==> config.mk <==
export PLATFORM = sky130hd
export DESIGN_NAME = dma_chan_seq
export DESIGN_NICKNAME = d
export VERILOG_FILES = /design/src/rtl/dma_chan_seq.sv
export SDC_FILE = /design/constraint.sdc
export NUM_CORES = 1
export LEC_CHECK = 0
export ABC_CLOCK_PERIOD_IN_PS = 3000
export BUFFER_PORTS_ARGS = -buffer_cell sky130_fd_sc_hd__buf_2
export CAP_MARGIN = 20
export CORE_MARGIN = 4
export CORE_UTILIZATION = 50
export DETAILED_ROUTE_END_ITERATION = 12
export PLACE_DENSITY = 0.7
export REMOVE_ABC_BUFFERS = 1
export SETUP_SLACK_MARGIN = 0.5
export SYNTH_ARGS = -nofsm -noshare
export SYNTH_HDL_FRONTEND = slang
export SYNTH_SLANG_ARGS = --single-unit
==> constraint.sdc <==
create_clock -name clk -period 3 [get_ports clk]
set_clock_uncertainty 0.05 [all_clocks]
set_input_delay 0.15 -clock clk [delete_from_list [all_inputs] [get_ports clk]]
set_output_delay 0.15 -clock clk [all_outputs]
set_load 0.1 [all_outputs]
==> src/rtl/dma_chan_seq.sv <==
module dma_chan_seq #(
  parameter int ADDR_W = 16,
  parameter int CNT_W  = 16
) (
  input  logic              clk,
  input  logic              rst_n,
  input  logic              cfg_we,
  input  logic [2:0]        cfg_addr,
  input  logic [7:0]        cfg_wdata,
  output logic [7:0]        cfg_rdata,
  input  logic              req,
  output logic              bus_rd,
  output logic              bus_wr,
  output logic              bus_byte,
  output logic [ADDR_W-1:0] bus_addr,
  output logic [15:0]       bus_wdata,
  input  logic [15:0]       bus_rdata,
  input  logic              bus_ready,
  output logic              dir_err
);

  typedef enum logic [1:0] {S_IDLE, S_READ, S_WRITE} state_t;
  state_t state;

  logic unit, rpt, pend, en, sfwd, dfwd, err;
  logic [ADDR_W-1:0] src, dst, src_rl, dst_rl;
  logic [CNT_W-1:0]  cnt, cnt_rl;
  logic [15:0]       data;

  wire ctl_wr = cfg_we && cfg_addr == 3'd0;
  wire reg_wr = cfg_we && cfg_addr != 3'd0 && cfg_addr != 3'd7;
  wire start  = state == S_IDLE && en && pend;
  wire done   = state == S_WRITE && bus_ready;
  wire last   = cnt <= CNT_W'(1);
  wire [ADDR_W-1:0] step = unit ? ADDR_W'(1) : ADDR_W'(2);

  always_ff @(posedge clk or negedge rst_n)
    if (!rst_n) state <= S_IDLE;
    else case (state)
      S_IDLE:  if (start) state <= S_READ;
      S_READ:  if (bus_ready) state <= S_WRITE;
      S_WRITE: if (bus_ready) state <= S_IDLE;
      default: state <= S_IDLE;
    endcase

  always_ff @(posedge clk or negedge rst_n)
    if (!rst_n) pend <= 1'b0;
    else if (req) pend <= 1'b1;
    else if (start || (ctl_wr && !cfg_wdata[2])) pend <= 1'b0;

  always_ff @(posedge clk or negedge rst_n)
    if (!rst_n) begin
      unit <= 1'b0; rpt <= 1'b0; en <= 1'b0;
      sfwd <= 1'b0; dfwd <= 1'b0; err <= 1'b0;
    end else if (ctl_wr) begin
      unit <= cfg_wdata[0];
      rpt  <= cfg_wdata[1];
      en   <= cfg_wdata[3];
      sfwd <= cfg_wdata[4];
      dfwd <= cfg_wdata[5] & ~cfg_wdata[4];
      err  <= cfg_wdata[5] & cfg_wdata[4];
    end else if (done && last && !rpt) begin
      en <= 1'b0;
    end

  always_ff @(posedge clk or negedge rst_n)
    if (!rst_n) data <= '0;
    else if (state == S_READ && bus_ready) data <= bus_rdata;

  always_ff @(posedge clk or negedge rst_n)
    if (!rst_n) begin
      src <= '0; dst <= '0; cnt <= '0;
      src_rl <= '0; dst_rl <= '0; cnt_rl <= '0;
    end else if (reg_wr) begin
      case (cfg_addr)
        3'd1: begin src[7:0] <= cfg_wdata; src_rl[7:0] <= cfg_wdata; end
        3'd2: begin src[ADDR_W-1:8] <= cfg_wdata[ADDR_W-9:0]; src_rl[ADDR_W-1:8] <= cfg_wdata[ADDR_W-9:0]; end
        3'd3: begin dst[7:0] <= cfg_wdata; dst_rl[7:0] <= cfg_wdata; end
        3'd4: begin dst[ADDR_W-1:8] <= cfg_wdata[ADDR_W-9:0]; dst_rl[ADDR_W-1:8] <= cfg_wdata[ADDR_W-9:0]; end
        3'd5: begin cnt[7:0] <= cfg_wdata; cnt_rl[7:0] <= cfg_wdata; end
        3'd6: begin cnt[CNT_W-1:8] <= cfg_wdata[CNT_W-9:0]; cnt_rl[CNT_W-1:8] <= cfg_wdata[CNT_W-9:0]; end
        default: ;
      endcase
    end else if (done) begin
      if (last && rpt) begin
        src <= src_rl; dst <= dst_rl; cnt <= cnt_rl;
      end else begin
        if (sfwd) src <= src + step;
        if (dfwd) dst <= dst + step;
        cnt <= last ? '0 : cnt - CNT_W'(1);
      end
    end

  assign bus_rd    = state == S_READ;
  assign bus_wr    = state == S_WRITE;
  assign bus_addr  = bus_wr ? dst : src;
  assign bus_byte  = unit;
  assign bus_wdata = data;
  assign dir_err   = err;

  always_comb
    case (cfg_addr)
      3'd0: cfg_rdata = {2'b00, dfwd, sfwd, en, pend, rpt, unit};
      3'd1: cfg_rdata = src[7:0];
      3'd2: cfg_rdata = 8'(src[ADDR_W-1:8]);
      3'd3: cfg_rdata = dst[7:0];
      3'd4: cfg_rdata = 8'(dst[ADDR_W-1:8]);
      3'd5: cfg_rdata = cnt[7:0];
      3'd6: cfg_rdata = 8'(cnt[CNT_W-1:8]);
      default: cfg_rdata = {7'b0, err};
    endcase

  AST_PHASE_EXCL: assert property (@(posedge clk) disable iff (!rst_n)
    !(bus_rd && bus_wr));
  AST_RD_HOLD: assert property (@(posedge clk) disable iff (!rst_n)
    bus_rd && !bus_ready |=> bus_rd && $stable(bus_addr));
  AST_WR_HOLD: assert property (@(posedge clk) disable iff (!rst_n)
    bus_wr && !bus_ready && !cfg_we |=> bus_wr && $stable(bus_addr) && $stable(bus_wdata));
  AST_DIR_FIX: assert property (@(posedge clk) disable iff (!rst_n)
    cfg_we && cfg_addr == 3'd0 && cfg_wdata[5:4] == 2'b11 |=> dir_err && cfg_rdata[5] == 1'b0 || cfg_addr != 3'd0 && dir_err);
  AST_SRC_FIXED: assert property (@(posedge clk) disable iff (!rst_n)
    done && !sfwd && !(last && rpt) && !cfg_we |=> $stable(src));
  AST_CNT_DEC: assert property (@(posedge clk) disable iff (!rst_n)
    done && !last && !cfg_we |=> cnt == $past(cnt) - CNT_W'(1));
  AST_SINGLE_STOP: assert property (@(posedge clk) disable iff (!rst_n)
    done && last && !rpt && !cfg_we |=> !en && !bus_rd);
  AST_REPEAT_RELOAD: assert property (@(posedge clk) disable iff (!rst_n)
    done && last && rpt && !cfg_we |=> en && cnt == cnt_rl && src == src_rl && dst == dst_rl);

endmodule

==> results of run 1 <==
==> cell type report <==
type	instances	area (µm²)	share of cell area
clock buffers	18	429	0.0487
diodes	1	2.50	0.000284
inverters	13	48.8	0.00553
well taps	180	225	0.0255
repair buffers	148	1080	0.123
multi-input cells	559	3860	0.438
clock inverters	14	140	0.0159
flip-flops and latches	121	3030	0.344
==> flip-flops by register name, indices dropped and copies added (netlist names), 2 cells and up <==
signal and count:
state 2, src 16, cnt 16, dst_rl 16, src_rl 16, dst 16
bus_wdata 16, cnt_rl 16
==> cell usage in the layout, fill, tap and decap left out, types with 7 or more instances in the layout <==
master / n
nor2b_1: 7
a21oi_1: 21
buf_2: 75
o211ai_1: 14
nand4_1: 11
mux2_2: 76
xor2_1: 10
nand2_1: 93
nor3_1: 13
o21ai_0: 39
and3_1: 9
dlygate4sd3_1: 19
dfrtp_1: 118
nor2_1: 60
nand3_1: 28
buf_4: 42
xnor2_1: 17
clkbuf_16: 19
inv_1: 11
a31oi_1: 34
mux2i_1: 8
o31ai_1: 8
==> worst max-delay path, cell delays in order (launching register included) <==
cell	delay [ps]
dfrtp_2	440
or4_4	560
nor4_4	240
buf_4	180
nand3_4	90
buf_12	170
a32oi_4	250
buf_6	170
o21ai_0	130
a32o_1	230
==> through the flow <==
stage,instances,utilization,area [µm²],hold slack (ps)
global route,1053,0.633,8820,40.2
global placement,976,0.552,7690,256
finish,1054,0.633,8820,43.2
CTS,1032,0.613,8540,31.4
detailed placement,976,0.552,7690,259
floorplan,693,-,6870,-196
==> power groups by stage <==
stage	Clock, mW	Combinational (mW)	Sequential [mW]
floorplan	0	3.16	3.61
global placement	0	4.80	2.99
detailed placement	0	4.88	3.04
CTS	2.01	4.94	3.02
global route	2.11	5.29	3.13
finish	2.00	5.03	3.06
==> cell families (layout without fill, tap and decap cells) <==
logic type               Yosys count  after routing  share of synthesized area
AND/OR/NAND/NOR                  265            265                      0.181
AO/OA/AOI/OAI                    172            172                      0.160
flip-flops                       121            121                      0.424
multiplexers                      87             87                      0.141
buffers and inverters             73            193                     0.0449
XOR/XNOR                          27             27                     0.0331
adder cells (fa/ha/maj)            8              8                     0.0161
other                              0              1                          0
==> path summary, 6_finish.rpt <==
path	startpoint	cells past startpoint	endpoint	slack (ps)
min in group asynchronous	rst_n	3	cnt_rl[10]$_DFFE_PN0P_	280
min	cfg_wdata[2]	3	src_rl[10]$_DFFE_PN0P_	40
max reg2reg	cnt[8]$_DFFE_PN0P_	9	dst[13]$_DFFE_PN0P_	370
min reg2reg	src_rl[10]$_DFFE_PN0P_	2	src_rl[10]$_DFFE_PN0P_	430
max in group asynchronous	rst_n	3	cnt[2]$_DFFE_PN0P_	2020
max	cnt[8]$_DFFE_PN0P_	9	dst[13]$_DFFE_PN0P_	370
==> what timing repair did <==
action / in CTS / in global routing
gates resized for setup: 9 / 25
cloned: 0 / 3
pin swaps: 2 / 6
endpoints found under the setup margin: 22 / 33
hold buffers: 19 / 0
endpoints found under the hold margin: 139 / 0
buffers inserted: 5 / 18
==> layer usage <==
layer,vias to the layer above,track usage
li1,2957,-
met1,3361,0.384
met2,412,0.463
met3,95,0.0652
met4,0,0.145
met5,-,0
==> flow_summary.ini, run 1 <==
[outcome]
status = completed

[sta]
hold_viol_final = 0
setup_tns_ps = 0
drv_slew = 0
setup_viol = 0
min_period_over_period = 0.878
worst_slack_ps = 366
max_freq_ghz = 0.380
worstMarginPinSlew_ps = 742
slew_headroom = 0.502
finalCriticalPeriod_ps = 2630
rsz0062_at_grt = true

[synth]
synth-edff-count = 0
synthTopCellsByCount = dfrtp_1 (121), nand2_1 (94), mux2_2 (76), nor2_1 (62), o21ai_0 (40)
ys_types = 67
synthArstFlopShare = 1.00
synth_cells = 753
synth_ff_type = dfrtp_1
synth_area_um2 = 7140
synth_warnings = 0
ys_top_cells_by_area = dfrtp_1 (42%), mux2_2 (12%), nand2_1 (4.9%)
yosysMostFrequentCell = dfrtp_1
ys_seq_area_frac = 0.424
synth.largest_area_cell = dfrtp_1
syn_avg_cell_area_um2 = 9.48
ys_seq_elements = 121
synth_top_area_frac = 0.424

[cts]
clk_pin_slew_ps = 60
cts.path.max_buffers = 2
root_buffer = clkbuf_16
clock_sinks = 121
tritoncts = built
clk_latency_ps = 440
cts_buffers = 17
htreeDepth = 4

[die]
die-area_um2 = 16300
io_pins = 76
die_w_um = 127
rows = 43
core_um2 = 13900
start_util = 0.512
die_height_um = 127

[pwr]
p_switching_mw = 5.29
seqPwrFrac = 0.303
swShare = 0.524
total_power_mw = 10.1
power.leakage_nw = 3.80
p_int_mw = 4.81
power_frac_comb = 0.499
powerDensity_nw_per_um2 = 1140
power_frac_clock = 0.198
ir_drop_mv = 0.986

[worst_hold_path]
worstHoldPathType = primary input to flip-flop

[setup_path]
worst-setup-path-type = flip-flop to flip-flop
worstPathRequired_ps = 3270
cp-start-kind = flip-flop
cp-end-kind = flip-flop
crit_arrival_ps = 2900
worstPathMaxFanout = 6

[drt]
vias_per_cell = 6.48
wl_met3_um = 2050
wl_met1_um = 9460
antenna_left = 0
wl_per_cell_um = 22.7
drtIter0Drc = 884
top_layer_used = met4
drcViolationCount = 0
routed_wl_um = 24000
vias = 6825
dr_wl_met2_um = 11300
drt-pass1-iter-count = 5

[grt]
antenna_found_initial = 0
grt_max_degree = 122
overflow = 0
grt_pass1_wl_um = 36600
grt_pass1_vias = 6528
grtUsageTotal = 0.294

[cells_and_area]
num-fill-cells = 1133
final_nets = 900
drive_above_1_share = 0.302
syn2layout_area_growth_pct = 23.6

[job]
maxCapViolations = 0

[placed_design]
detailed_place_hpwl_um = 15800
gp_congestion = 0.968
io_buffers = 75
place_ws_ps = 252
(Power assumes the default switching activity.)
==> run 2, diff against run 1 <==
--- a/config.mk
+++ b/config.mk
@@ -8,10 +8,12 @@
 export ABC_CLOCK_PERIOD_IN_PS = 3000
 export BUFFER_PORTS_ARGS = -buffer_cell sky130_fd_sc_hd__buf_2
 export CAP_MARGIN = 20
+export CELL_PAD_IN_SITES_DETAIL_PLACEMENT = 0
+export CELL_PAD_IN_SITES_GLOBAL_PLACEMENT = 1
 export CORE_MARGIN = 4
-export CORE_UTILIZATION = 50
+export CORE_UTILIZATION = 46
 export DETAILED_ROUTE_END_ITERATION = 12
-export PLACE_DENSITY = 0.7
+export PLACE_DENSITY_LB_ADDON = 0.1
 export REMOVE_ABC_BUFFERS = 1
 export SETUP_SLACK_MARGIN = 0.5
 export SYNTH_ARGS = -nofsm -noshare
==> run 2 against run 1 <==
  * Final area shrank 0.35%
  * Count of clock-buffer cells in the layout shrank 1
  * Largest power group unchanged
  * First-iteration DRC count shrank 28%
==> flow_summary.ini, run 2 (synthesis results as in run 1) <==
[outcome]
status = completed

[pwr]
swShare = 0.522
power_frac_clock = 0.207
powerDensity_nw_per_um2 = 1170
p_int_mw = 4.92
seqPwrFrac = 0.301
power.leakage_nw = 3.76
ir_drop_mv = 0.839
power_frac_comb = 0.492
p_switching_mw = 5.36

[sta]
max_freq_ghz = 0.401
setup_viol = 0
hold_viol_final = 0
drv_slew = 0
holdWs_ps = 39.7
finalCriticalPeriod_ps = 2500
rsz0062_at_grt = true
slew_headroom = 0.528
worst_slack_ps = 504
worstMarginPinSlew_ps = 708
min_period_over_period = 0.832

[drt]
wl_met1_um = 11100
vias_per_cell = 6.27
drt-pass1-iter-count = 5
top_layer_used = met4
drcViolationCount = 0
routed_wl_um = 25300
wl_met3_um = 1540
wl_per_cell_um = 24.0
antenna_left = 0
vias = 6606
dr_wl_met2_um = 11800
drtIter0Drc = 635

[cts]
tritoncts = built
clk_pin_slew_ps = 70
clock_sinks = 121
clk_latency_ps = 430
cts_buffers = 17
root_buffer = clkbuf_16
cts.path.max_buffers = 2
htreeDepth = 4

[cells_and_area]
final_common_cell = dfrtp_1
final_cell_mix = dfrtp_1 (117), nand2_1 (93), mux2_2 (76), buf_2 (74), nor2_1 (61)
final_nets = 893
drive_above_1_share = 0.306
syn2layout_area_growth_pct = 23.1
post-route-util = 0.578
num-fill-cells = 1356
layout.cells.non_filler = 1054
diodes = 0

[worst_hold_path]
hold_path_depth = 3
hold_end = src_rl[10]$_DFFE_PN0P_
worstHoldPathType = primary input to flip-flop
min_from = cfg_wdata[2]

[setup_path]
worst-path-buf-inv = 2
critical-path-max-stage-delay_ps = 570
reg2reg_from = cnt[8]$_DFFE_PN0P_
worst-setup-path-type = flip-flop to flip-flop
worstPathRequired_ps = 3270
rr_worst_depth = 8
crit_slowest_cell = or4_4
r2r_setup_slack_ps = 500
cpLargestDelayFamily = simple AND/OR/NAND/NOR gates
cp-end-kind = flip-flop
crit_arrival_ps = 2760
worstPathMaxFanout = 8
cp_cell_sequence = or4_4, nor4_4, buf_4, nand3_4, a32oi_4, buf_6, o21ai_0, a32o_1
cp-start-kind = flip-flop
rr_endpoint = dst[13]$_DFFE_PN0P_

[grt]
antenna_found_initial = 1
grtUsageTotal = 0.286
grt_pass1_wl_um = 38500
grt_pass1_vias = 6333
overflow = 0
grt_max_degree = 72

[placed_design]
dp.cells = 986
place_ws_ps = 257
io_buffers = 75
detailed_place_hpwl_um = 17200
gp_congestion = 0.907

[die]
die_w_um = 133
io_pins = 76
die-area_um2 = 17600
die_height_um = 133
start_util = 0.470
rows = 45
core_um2 = 15200

[job]
maxCapViolations = 0
## run 2: changes by cell type in the layout (fill, tap and decap cells not counted), sizes merged
cell	previous run	this run
nand3	29	30
clkinvlp	2	0
clkinv	6	3
diode	1	0
inv	18	23
buf	127	120
clkbuf	20	18
bufinv	1	2
## run 2: per-layer routing
layer,track usage,up-vias
li1,-,2948
met1,0.401,3297
met2,0.436,296
met3,0.0605,65
met4,0.109,0
met5,0,-
## run 2: worst reg2reg max path, delay by kind of cell (launching register included)
kind	cells	cell delay, ps
DFF	1	460
AOI/OAI and AO/OA	3	630
buffers and inverters	2	350
and+or+nand+nor	3	900
## run 2: timing repair
item / in CTS / in global routing
setup buffers: 9 / 6
hold buffers: 19 / 0
hold endpoints to repair: 68 / 0
setup endpoints to repair: 28 / 41
gates cloned: 1 / 1
resized for setup: 10 / 23
pin swaps: 4 / 6
## run 2: cell type report
type,instances,area [µm²],area share
Clock inverter,15,175,0.0199
Clock buffer,17,425,0.0484
Sequential cell,121,3030,0.345
Timing Repair Buffer,140,953,0.108
Multi-Input combinational cell,560,3920,0.446
Tap cell,188,235,0.0268
Inverter,13,48.8,0.00555
## run 2: how the worst max path moves through the flow
| stage | startpoint | to | slack, ps | cells after the start |
|---|---|---|---|---|
| CTS | bus_byte$_DFFE_PN0P_ | dst[13]$_DFFE_PN0P_ | 500 | 8 |
| global placement | bus_byte$_DFFE_PN0P_ | dst[13]$_DFFE_PN0P_ | 240 | 8 |
| global route | cnt[8]$_DFFE_PN0P_ | dst[13]$_DFFE_PN0P_ | 480 | 8 |
| detailed placement | bus_byte$_DFFE_PN0P_ | dst[13]$_DFFE_PN0P_ | 260 | 8 |
| finish | cnt[8]$_DFFE_PN0P_ | dst[13]$_DFFE_PN0P_ | 500 | 8 |
| floorplan | state[0]$_DFFE_PN0P_ | bus_addr[5] | -240 | 2 |
## run 2: power by group through the flow
stage / Clock [mW] / Sequential (mW) / Combinational (mW)
finish: 2.13 / 3.09 / 5.06
global route: 2.24 / 3.16 / 5.34
CTS: 2.15 / 3.05 / 4.97
detailed placement: 0 / 3.08 / 4.87
global placement: 0 / 3.05 / 4.82
floorplan: 0 / 3.61 / 3.16
## run 2: through the flow
stage,instance area (µm²),power (mW),TNS [ps]
after global routing,8790,10.7,0
after CTS,8640,10.2,0
after detailed placement,7720,7.95,0
after global placement,7720,7.87,0
final,8790,10.3,0
after floorplan,6870,6.78,-3060
